**src/rtl/jtag_pkg.sv**
```systemverilog
package jtag_pkg;

    localparam int IR_W = 4;

    typedef enum logic [3:0] {
        ST_RESET, ST_IDLE,
        ST_SEL_DR, ST_CAP_DR, ST_SH_DR, ST_EX1_DR, ST_PAU_DR, ST_EX2_DR, ST_UPD_DR,
        ST_SEL_IR, ST_CAP_IR, ST_SH_IR, ST_EX1_IR, ST_PAU_IR, ST_EX2_IR, ST_UPD_IR
    } tap_state_e;

    localparam logic [IR_W-1:0] OP_EXTEST = 4'b0000;
    localparam logic [IR_W-1:0] OP_SAMPLE = 4'b0001;
    localparam logic [IR_W-1:0] OP_HIGHZ  = 4'b0101;
    localparam logic [IR_W-1:0] OP_IDCODE = 4'b0110;
    localparam logic [IR_W-1:0] OP_CLAMP  = 4'b0111;
    localparam logic [IR_W-1:0] OP_BYPASS = 4'b1111;
    localparam logic [IR_W-1:0] IR_CAPTURE_PAT = 4'b0001;

    typedef enum logic [1:0] {
        PATH_BYP = 2'd0,
        PATH_ID  = 2'd1,
        PATH_BSR = 2'd2
    } dr_path_e;

    typedef struct packed {
        dr_path_e path;
        logic     drive_pins;
        logic     float_pins;
    } op_decode_t;

    function automatic op_decode_t decode_op(input logic [IR_W-1:0] op);
        op_decode_t d;
        d = '{path: PATH_BYP, drive_pins: 1'b0, float_pins: 1'b0};
        case (op)
            OP_EXTEST: d = '{path: PATH_BSR, drive_pins: 1'b1, float_pins: 1'b0};
            OP_SAMPLE: d = '{path: PATH_BSR, drive_pins: 1'b0, float_pins: 1'b0};
            OP_IDCODE: d = '{path: PATH_ID,  drive_pins: 1'b0, float_pins: 1'b0};
            OP_CLAMP:  d = '{path: PATH_BYP, drive_pins: 1'b1, float_pins: 1'b0};
            OP_HIGHZ:  d = '{path: PATH_BYP, drive_pins: 1'b0, float_pins: 1'b1};
            default:   d = '{path: PATH_BYP, drive_pins: 1'b0, float_pins: 1'b0};
        endcase
        return d;
    endfunction

    function automatic tap_state_e tap_next(input tap_state_e s, input logic m);
        tap_state_e n;
        case (s)
            ST_RESET:  n = m ? ST_RESET  : ST_IDLE;
            ST_IDLE:   n = m ? ST_SEL_DR : ST_IDLE;
            ST_SEL_DR: n = m ? ST_SEL_IR : ST_CAP_DR;
            ST_CAP_DR: n = m ? ST_EX1_DR : ST_SH_DR;
            ST_SH_DR:  n = m ? ST_EX1_DR : ST_SH_DR;
            ST_EX1_DR: n = m ? ST_UPD_DR : ST_PAU_DR;
            ST_PAU_DR: n = m ? ST_EX2_DR : ST_PAU_DR;
            ST_EX2_DR: n = m ? ST_UPD_DR : ST_SH_DR;
            ST_UPD_DR: n = m ? ST_SEL_DR : ST_IDLE;
            ST_SEL_IR: n = m ? ST_RESET  : ST_CAP_IR;
            ST_CAP_IR: n = m ? ST_EX1_IR : ST_SH_IR;
            ST_SH_IR:  n = m ? ST_EX1_IR : ST_SH_IR;
            ST_EX1_IR: n = m ? ST_UPD_IR : ST_PAU_IR;
            ST_PAU_IR: n = m ? ST_EX2_IR : ST_PAU_IR;
            ST_EX2_IR: n = m ? ST_UPD_IR : ST_SH_IR;
            ST_UPD_IR: n = m ? ST_SEL_DR : ST_IDLE;
            default:   n = ST_RESET;
        endcase
        return n;
    endfunction

endpackage

```
**src/rtl/jtag_tap_fsm.sv**
```systemverilog
module jtag_tap_fsm
    import jtag_pkg::*;
(
    input  logic       tck,
    input  logic       trst_n,
    input  logic       tms,
    output tap_state_e state
);

    always_ff @(posedge tck or negedge trst_n) begin
        if (!trst_n) state <= ST_RESET;
        else         state <= tap_next(state, tms);
    end

endmodule

```
**src/rtl/jtag_ir_unit.sv**
```systemverilog
module jtag_ir_unit
    import jtag_pkg::*;
(
    input  logic            tck,
    input  logic            trst_n,
    input  logic            tdi,
    input  tap_state_e      state,
    output logic            ir_so,
    output logic [IR_W-1:0] active_op
);

    logic [IR_W-1:0] ir_sr;

    always_ff @(posedge tck or negedge trst_n) begin
        if (!trst_n) begin
            ir_sr <= IR_CAPTURE_PAT;
        end else if (state == ST_CAP_IR) begin
            ir_sr <= IR_CAPTURE_PAT;
        end else if (state == ST_SH_IR) begin
            ir_sr <= {tdi, ir_sr[IR_W-1:1]};
        end
    end

    always_ff @(negedge tck or negedge trst_n) begin
        if (!trst_n)                 active_op <= OP_IDCODE;
        else if (state == ST_RESET)  active_op <= OP_IDCODE;
        else if (state == ST_UPD_IR) active_op <= ir_sr;
    end

    assign ir_so = ir_sr[0];

endmodule

```
**src/rtl/jtag_dr_unit.sv**
```systemverilog
module jtag_dr_unit
    import jtag_pkg::*;
#(
    parameter int          BSR_LEN  = 8,
    parameter logic [31:0] ID_VALUE = 32'h4F1D_C0DB
) (
    input  logic               tck,
    input  logic               trst_n,
    input  logic               tdi,
    input  tap_state_e         state,
    input  dr_path_e           path,
    input  logic [BSR_LEN-1:0] pins_in,
    output logic               dr_so,
    output logic               bsr_capture,
    output logic               bsr_shift,
    output logic               bsr_update,
    output logic [BSR_LEN-1:0] bsr_upd
);

    localparam int ID_W = 32;

    logic               byp_q;
    logic [ID_W-1:0]    id_sr;
    logic [BSR_LEN-1:0] bsr_sr;
    logic               cap_st, sh_st;

    assign cap_st      = (state == ST_CAP_DR);
    assign sh_st       = (state == ST_SH_DR);
    assign bsr_capture = cap_st && (path == PATH_BSR);
    assign bsr_shift   = sh_st  && (path == PATH_BSR);
    assign bsr_update  = (state == ST_UPD_DR) && (path == PATH_BSR);

    always_ff @(posedge tck or negedge trst_n) begin
        if (!trst_n) begin
            byp_q  <= 1'b0;
            id_sr  <= '0;
            bsr_sr <= '0;
        end else begin
            case (path)
                PATH_ID: begin
                    if (cap_st)     id_sr <= ID_VALUE;
                    else if (sh_st) id_sr <= {tdi, id_sr[ID_W-1:1]};
                end
                PATH_BSR: begin
                    if (bsr_capture)    bsr_sr <= pins_in;
                    else if (bsr_shift) bsr_sr <= {tdi, bsr_sr[BSR_LEN-1:1]};
                end
                default: begin
                    if (cap_st)     byp_q <= 1'b0;
                    else if (sh_st) byp_q <= tdi;
                end
            endcase
        end
    end

    always_ff @(negedge tck or negedge trst_n) begin
        if (!trst_n)         bsr_upd <= '0;
        else if (bsr_update) bsr_upd <= bsr_sr;
    end

    always_comb begin
        case (path)
            PATH_ID:  dr_so = id_sr[0];
            PATH_BSR: dr_so = bsr_sr[0];
            default:  dr_so = byp_q;
        endcase
    end

endmodule

```
**src/rtl/jtag_tap_ctrl.sv**
```systemverilog
module jtag_tap_ctrl
    import jtag_pkg::*;
#(
    parameter int          BSR_LEN  = 8,
    parameter logic [31:0] ID_VALUE = 32'h4F1D_C0DB
) (
    input  logic               tck,
    input  logic               trst_n,
    input  logic               tms,
    input  logic               tdi,
    input  logic [BSR_LEN-1:0] bsr_pins_in,
    output logic               tdo,
    output logic               tdo_oe,
    output logic               bsr_capture,
    output logic               bsr_shift,
    output logic               bsr_update,
    output logic               bsr_mode,
    output logic               out_disable,
    output logic [BSR_LEN-1:0] bsr_upd_out
);

    tap_state_e      state;
    logic [IR_W-1:0] active_ir;
    logic            ir_so, dr_so;
    op_decode_t      dec;

    jtag_tap_fsm u_fsm (
        .tck    (tck),
        .trst_n (trst_n),
        .tms    (tms),
        .state  (state)
    );

    jtag_ir_unit u_ir (
        .tck       (tck),
        .trst_n    (trst_n),
        .tdi       (tdi),
        .state     (state),
        .ir_so     (ir_so),
        .active_op (active_ir)
    );

    assign dec         = decode_op(active_ir);
    assign bsr_mode    = dec.drive_pins;
    assign out_disable = dec.float_pins;

    jtag_dr_unit #(
        .BSR_LEN  (BSR_LEN),
        .ID_VALUE (ID_VALUE)
    ) u_dr (
        .tck         (tck),
        .trst_n      (trst_n),
        .tdi         (tdi),
        .state       (state),
        .path        (dec.path),
        .pins_in     (bsr_pins_in),
        .dr_so       (dr_so),
        .bsr_capture (bsr_capture),
        .bsr_shift   (bsr_shift),
        .bsr_update  (bsr_update),
        .bsr_upd     (bsr_upd_out)
    );

    always_ff @(negedge tck or negedge trst_n) begin
        if (!trst_n) begin
            tdo    <= 1'b0;
            tdo_oe <= 1'b0;
        end else begin
            tdo    <= (state == ST_SH_IR) ? ir_so : dr_so;
            tdo_oe <= (state == ST_SH_IR) || (state == ST_SH_DR);
        end
    end

endmodule

```
**config.mk**
```make
export PLATFORM = sky130hd
export DESIGN_NAME = jtag_tap_ctrl
export DESIGN_NICKNAME = d
export VERILOG_FILES = /design/src/rtl/jtag_pkg.sv /design/src/rtl/jtag_tap_fsm.sv /design/src/rtl/jtag_ir_unit.sv /design/src/rtl/jtag_dr_unit.sv /design/src/rtl/jtag_tap_ctrl.sv
export SDC_FILE = /design/constraint.sdc
export NUM_CORES = 1
export LEC_CHECK = 0
export CELL_PAD_IN_SITES_DETAIL_PLACEMENT = 1
export CELL_PAD_IN_SITES_GLOBAL_PLACEMENT = 1
export CORE_MARGIN = 3
export CORE_UTILIZATION = 43
export CTS_BUF_LIST = sky130_fd_sc_hd__clkbuf_4 sky130_fd_sc_hd__clkbuf_8 sky130_fd_sc_hd__clkbuf_16
export CTS_CLUSTER_SIZE = 12
export DETAILED_ROUTE_END_ITERATION = 16
export PLACE_DENSITY_LB_ADDON = 0.1
export SLEW_MARGIN = 20
export SYNTH_ARGS = -nofsm -noshare
export SYNTH_HDL_FRONTEND = slang
export SYNTH_SLANG_ARGS = --single-unit
```
**constraint.sdc**
```tcl
create_clock -name tck -period 2.6 [get_ports tck]
set_clock_uncertainty 0.15 [all_clocks]
set_input_delay 0.52 -clock tck [delete_from_list [all_inputs] [get_ports tck]]
set_output_delay 0.52 -clock tck [all_outputs]
set_load 0.1 [all_outputs]
```
### Word-level counts from Yosys, hierarchy flattened

Index checks and enable logic that the tools add are counted.

* register bits after elaboration: 63
* latch bits: 0
* memory bits (writable): 0
* memory bits (read-only): 0
* input port bits: 12
* output and inout bits: 15
* logic and storage cells: 74
* memories kept: 0

* add/sub/neg operators: 0
* multiply operators: 0
* div/mod/pow operators: 0
* $lt $le $gt $ge: 0
* equal/unequal tests: 21
* shifts and indexed selects: 0
* mux-type cells: 26
* bitwise gates (word level): 1
* reduce and logical (&&, ||, !) cells: 17

Operators by type and width (number)
* $mux W32: 2
* $pmux W4 S12: 1
* $eq A4 B4 Y1 const B: 8
* $mux W4: 8
* $eq A4 B3 Y1 const B: 7
* $pmux W4 S5: 1
* $mux W8: 2
* $eq A4 B1 Y1 const B: 2
* $eq A4 B2 Y1 const B: 2
* $logic_not A4 Y1: 2
* $reduce_bool A2 Y1: 4
* $mux W1: 6
* $mux W2: 3
* $mux W3: 2
* $reduce_and A2 Y1: 3
* $reduce_or A2 Y1: 3
* $logic_and A1 B1 Y1: 3
* $reduce_or A3 Y1: 1
* $eq A2 B1 Y1 const B: 1
* $eq A2 B2 Y1 const B: 1
* $pmux W1 S2: 1
* $logic_or A1 B1 Y1: 1
* $not A1 Y1: 1

### Logic depth before layout (Yosys ltp)

* depth in word-level cells: 6
* depth in mapped cells: 9
* mapped depth without buffers: 8

### Hierarchy

Synthesis repeated with hierarchy kept, for this count alone.

* cell total of the unflattened synthesis: 291
* area total of the unflattened synthesis: 3148.0 µm²

By module, submodules not included
* jtag_dr_unit: instances 1, cells each 200, area an instance 2334.7 µm²
* jtag_ir_unit: instances 1, cells each 41, area an instance 375.4 µm²
* jtag_tap_fsm: instances 1, cells each 37, area an instance 314.1 µm²
* jtag_tap_ctrl: instances 1, cells each 13, area an instance 123.9 µm²

==> metrics.cfg <==
[drt]
wl_per_cell_um = 28.4
num_vias = 2998
wl_um = 13900
drcViolationCount = 0
drtIter0Drc = 200
drtPass1Iterations = 4
via_per_inst = 6.12
ant_nets = 0

[placed_design]
portBuffers = 26
placed_area_um2 = 3680
post-place-ws_ns = -0.773
dpl.cell_count = 442
routabilityCongestion = 0.827
hpwl_um = 5180

[synthesis]
async_reset_ff_share_pct = 100
synth.area.top_cells = dfrtp_1 41%, nand2_1 12%, dfrtn_1 10%
avgSynthCellArea_um2 = 9.00
ys_warn_count = 0
synth-edff-count = 0
synth-main-ff-cell = dfrtp_1
synth.net_count = 336
netlist_top_cells_count = 94 x nand2_1, 48 x dfrtp_1, 25 x o21ai_0
synth_seq_cells = 63
syn_area_um2 = 2900
yosysTopAreaCellShare_pct = 41.4
synth_seq_area_share_pct = 54.5
yosysMostFrequentCell = nand2_1
yosys.area.top_type = dfrtp_1
synthDistinctLibCells = 41
syn_inst = 322

[timing]
report.final.slew_viol_count = 0
setup_viol = 70
slew_headroom_pct = 33.4
max_slew.worst_pin.slew_ns = 0.999
tns_ns = -50.57
rsz0062_at_grt = true
finalHoldViolations = 0
holdWs_ns = 0.371
fin_ws_ns = -1.23

[cells_and_area]
diodes = 0
fin_util_pct = 72.3
nets = 422
area_growth_pct = 61.0
drive_gt1_share_pct = 51.3
finish.instance_area_um2 = 4670
final_cells = 490

[worst_setup_path]
criticalPathCategory = flip-flop to output port
worstSetupEndpointType = output port
r2r-end = u_dr.bsr_sr[0]
startpoint_type = flip-flop
r2r_cells = 11
reg2reg_setup_slack_ns = -1.16
reg2reg_from = u_ir.active_op[1]
critPathRequiredTime_ns = 1.93
worst-path-max-fanout = 4
cp.arrival_ns = 3.16

[hold_path]
hold_end = u_dr.id_sr[8]
hold_class = flip-flop to flip-flop
min_path_cells = 2
min-delay-start = u_dr.id_sr[8]

[clock_tree]
clockBufferDepth = 2
cts_max_level = 3
clock-sinks = 63
insertion_delay_ns = 0.40
tritoncts = built
cts_root_buffer = clkbuf_8
clkTransAtPathRegs_ns = 0.08
cts_buffers = 9

[run_status]
violations = negative setup slack
outcome = finished, violations left

[power]
power_density_nw_per_um2 = 1280
power_leakage_nw = 2.14
ir_drop_mv = 0.647
power_mw = 5.97

[grt]
antenna_found_initial = 0
grt_pass1_vias = 3093
grt_pass1_wl_um = 17300
grt_start_max_net_pins = 33
gr-total-overflow = 0
grt_usage_pct = 30.7

[floorplan]
row_count = 29
ios = 27
fp.dieArea_um2 = 7760
start_util_pct = 44.9
die_x_um = 88.1
core_area_um2 = 6460
dieHeight_um = 88.1

[run]
maxCapViolations = 0

==> cells by family (layout without fill, tap and decap cells) <==
group,after synthesis,in the layout,synth area share (%)
buffers and inverters,31,122,5.27
muxes,7,7,2.72
xor gates and xnor gates,1,1,0.302
and+or+nand+nor,152,152,22.5
adders and majority gates,2,2,0.863
AOI/OAI and AO/OA,66,66,13.8
DFF,63,63,54.5
==> worst max path at each step <==
stage                           start          to
CTS                 u_ir.active_op[2]  bsr_update
finish              u_ir.active_op[1]   bsr_shift
detailed placement  u_ir.active_op[1]   bsr_shift
global route        u_ir.active_op[1]   bsr_shift
floorplan           u_ir.active_op[1]  bsr_update
global placement    u_ir.active_op[1]   bsr_shift
==> routing by layer <==
layer	wire [um]	GRT usage (%)	vias to the layer above	part of all wire, %
met5	0	0	-	0
met4	729	14.6	0	5.2
met3	914	6.96	56	6.6
met2	7010	51.9	144	50
met1	5270	37.0	1528	38
li1	-	-	1270	-
==> flip-flops by register name (all words and copies together), names as in the netlist <==
register and cells:
tdo 1, tdo_oe 1, u_dr.bsr_sr 8, u_dr.bsr_upd 8, u_dr.byp_q 1, u_dr.id_sr 32, u_fsm.state 4, u_ir.active_op 4
u_ir.ir_sr 4
==> where the power goes <==
part | switching, mW | internal (mW) | total [mW]
registers | 0.385 | 1.33 | 1.72
logic | 1.95 | 1.48 | 3.43
clock network | 0.462 | 0.370 | 0.832
total | 2.79 | 3.18 | 5.97
==> worst max-delay path, stage by stage, from the launching register on <==
cell      delay, ns
dfstp_2        0.38
or3_4          0.41
inv_4          0.07
ha_4           0.19
nand2b_4       0.08
nor2_4         0.13
buf_12         0.19
==> area by class of cell <==
| cell class | count | area [um2] |
|---|---|---|
| Clock buffer | 11 | 139 |
| Clock inverter | 7 | 43.8 |
| Fill cell | 643 | 1790 |
| Inverter | 8 | 38.8 |
| Multi-Input combinational cell | 228 | 1650 |
| Sequential cell | 63 | 1580 |
| Tap cell | 77 | 96.3 |
| Timing Repair Buffer | 96 | 1120 |
==> cells in the final DEF (no fill, tap or decap), types with 3 or more instances in the layout <==
master	instances
nand2_1	51
dfrtp_1	48
buf_4	43
nand2_2	37
buf_12	18
buf_6	17
o21ai_0	13
dfrtn_1	12
nand3_1	10
o21ai_1	10
clkdlybuf4s50_1	10
o21ai_2	9
nand3_2	9
clkbuf_8	9
nor2_1	6
inv_1	6
a21oi_1	6
nand2_4	6
mux2_2	6
nor2_4	5
a31oi_1	5
clkinvlp_4	4
nor3_4	3
or3_4	3
a21oi_4	3
nor2b_1	3
nor2_2	3
buf_16	3
buf_8	3
dfstp_2	3
==> timing repair <==
item                       in CTS  in global routing
setup endpoints to repair      70                 70
pin swaps                      55                 14
hold buffers                    1                  0
hold endpoints to repair        1                  0
buffers inserted               16                 14
gates cloned                    5                  0
gates resized for setup       101                 52
Power figures use the tool's default switching activity.
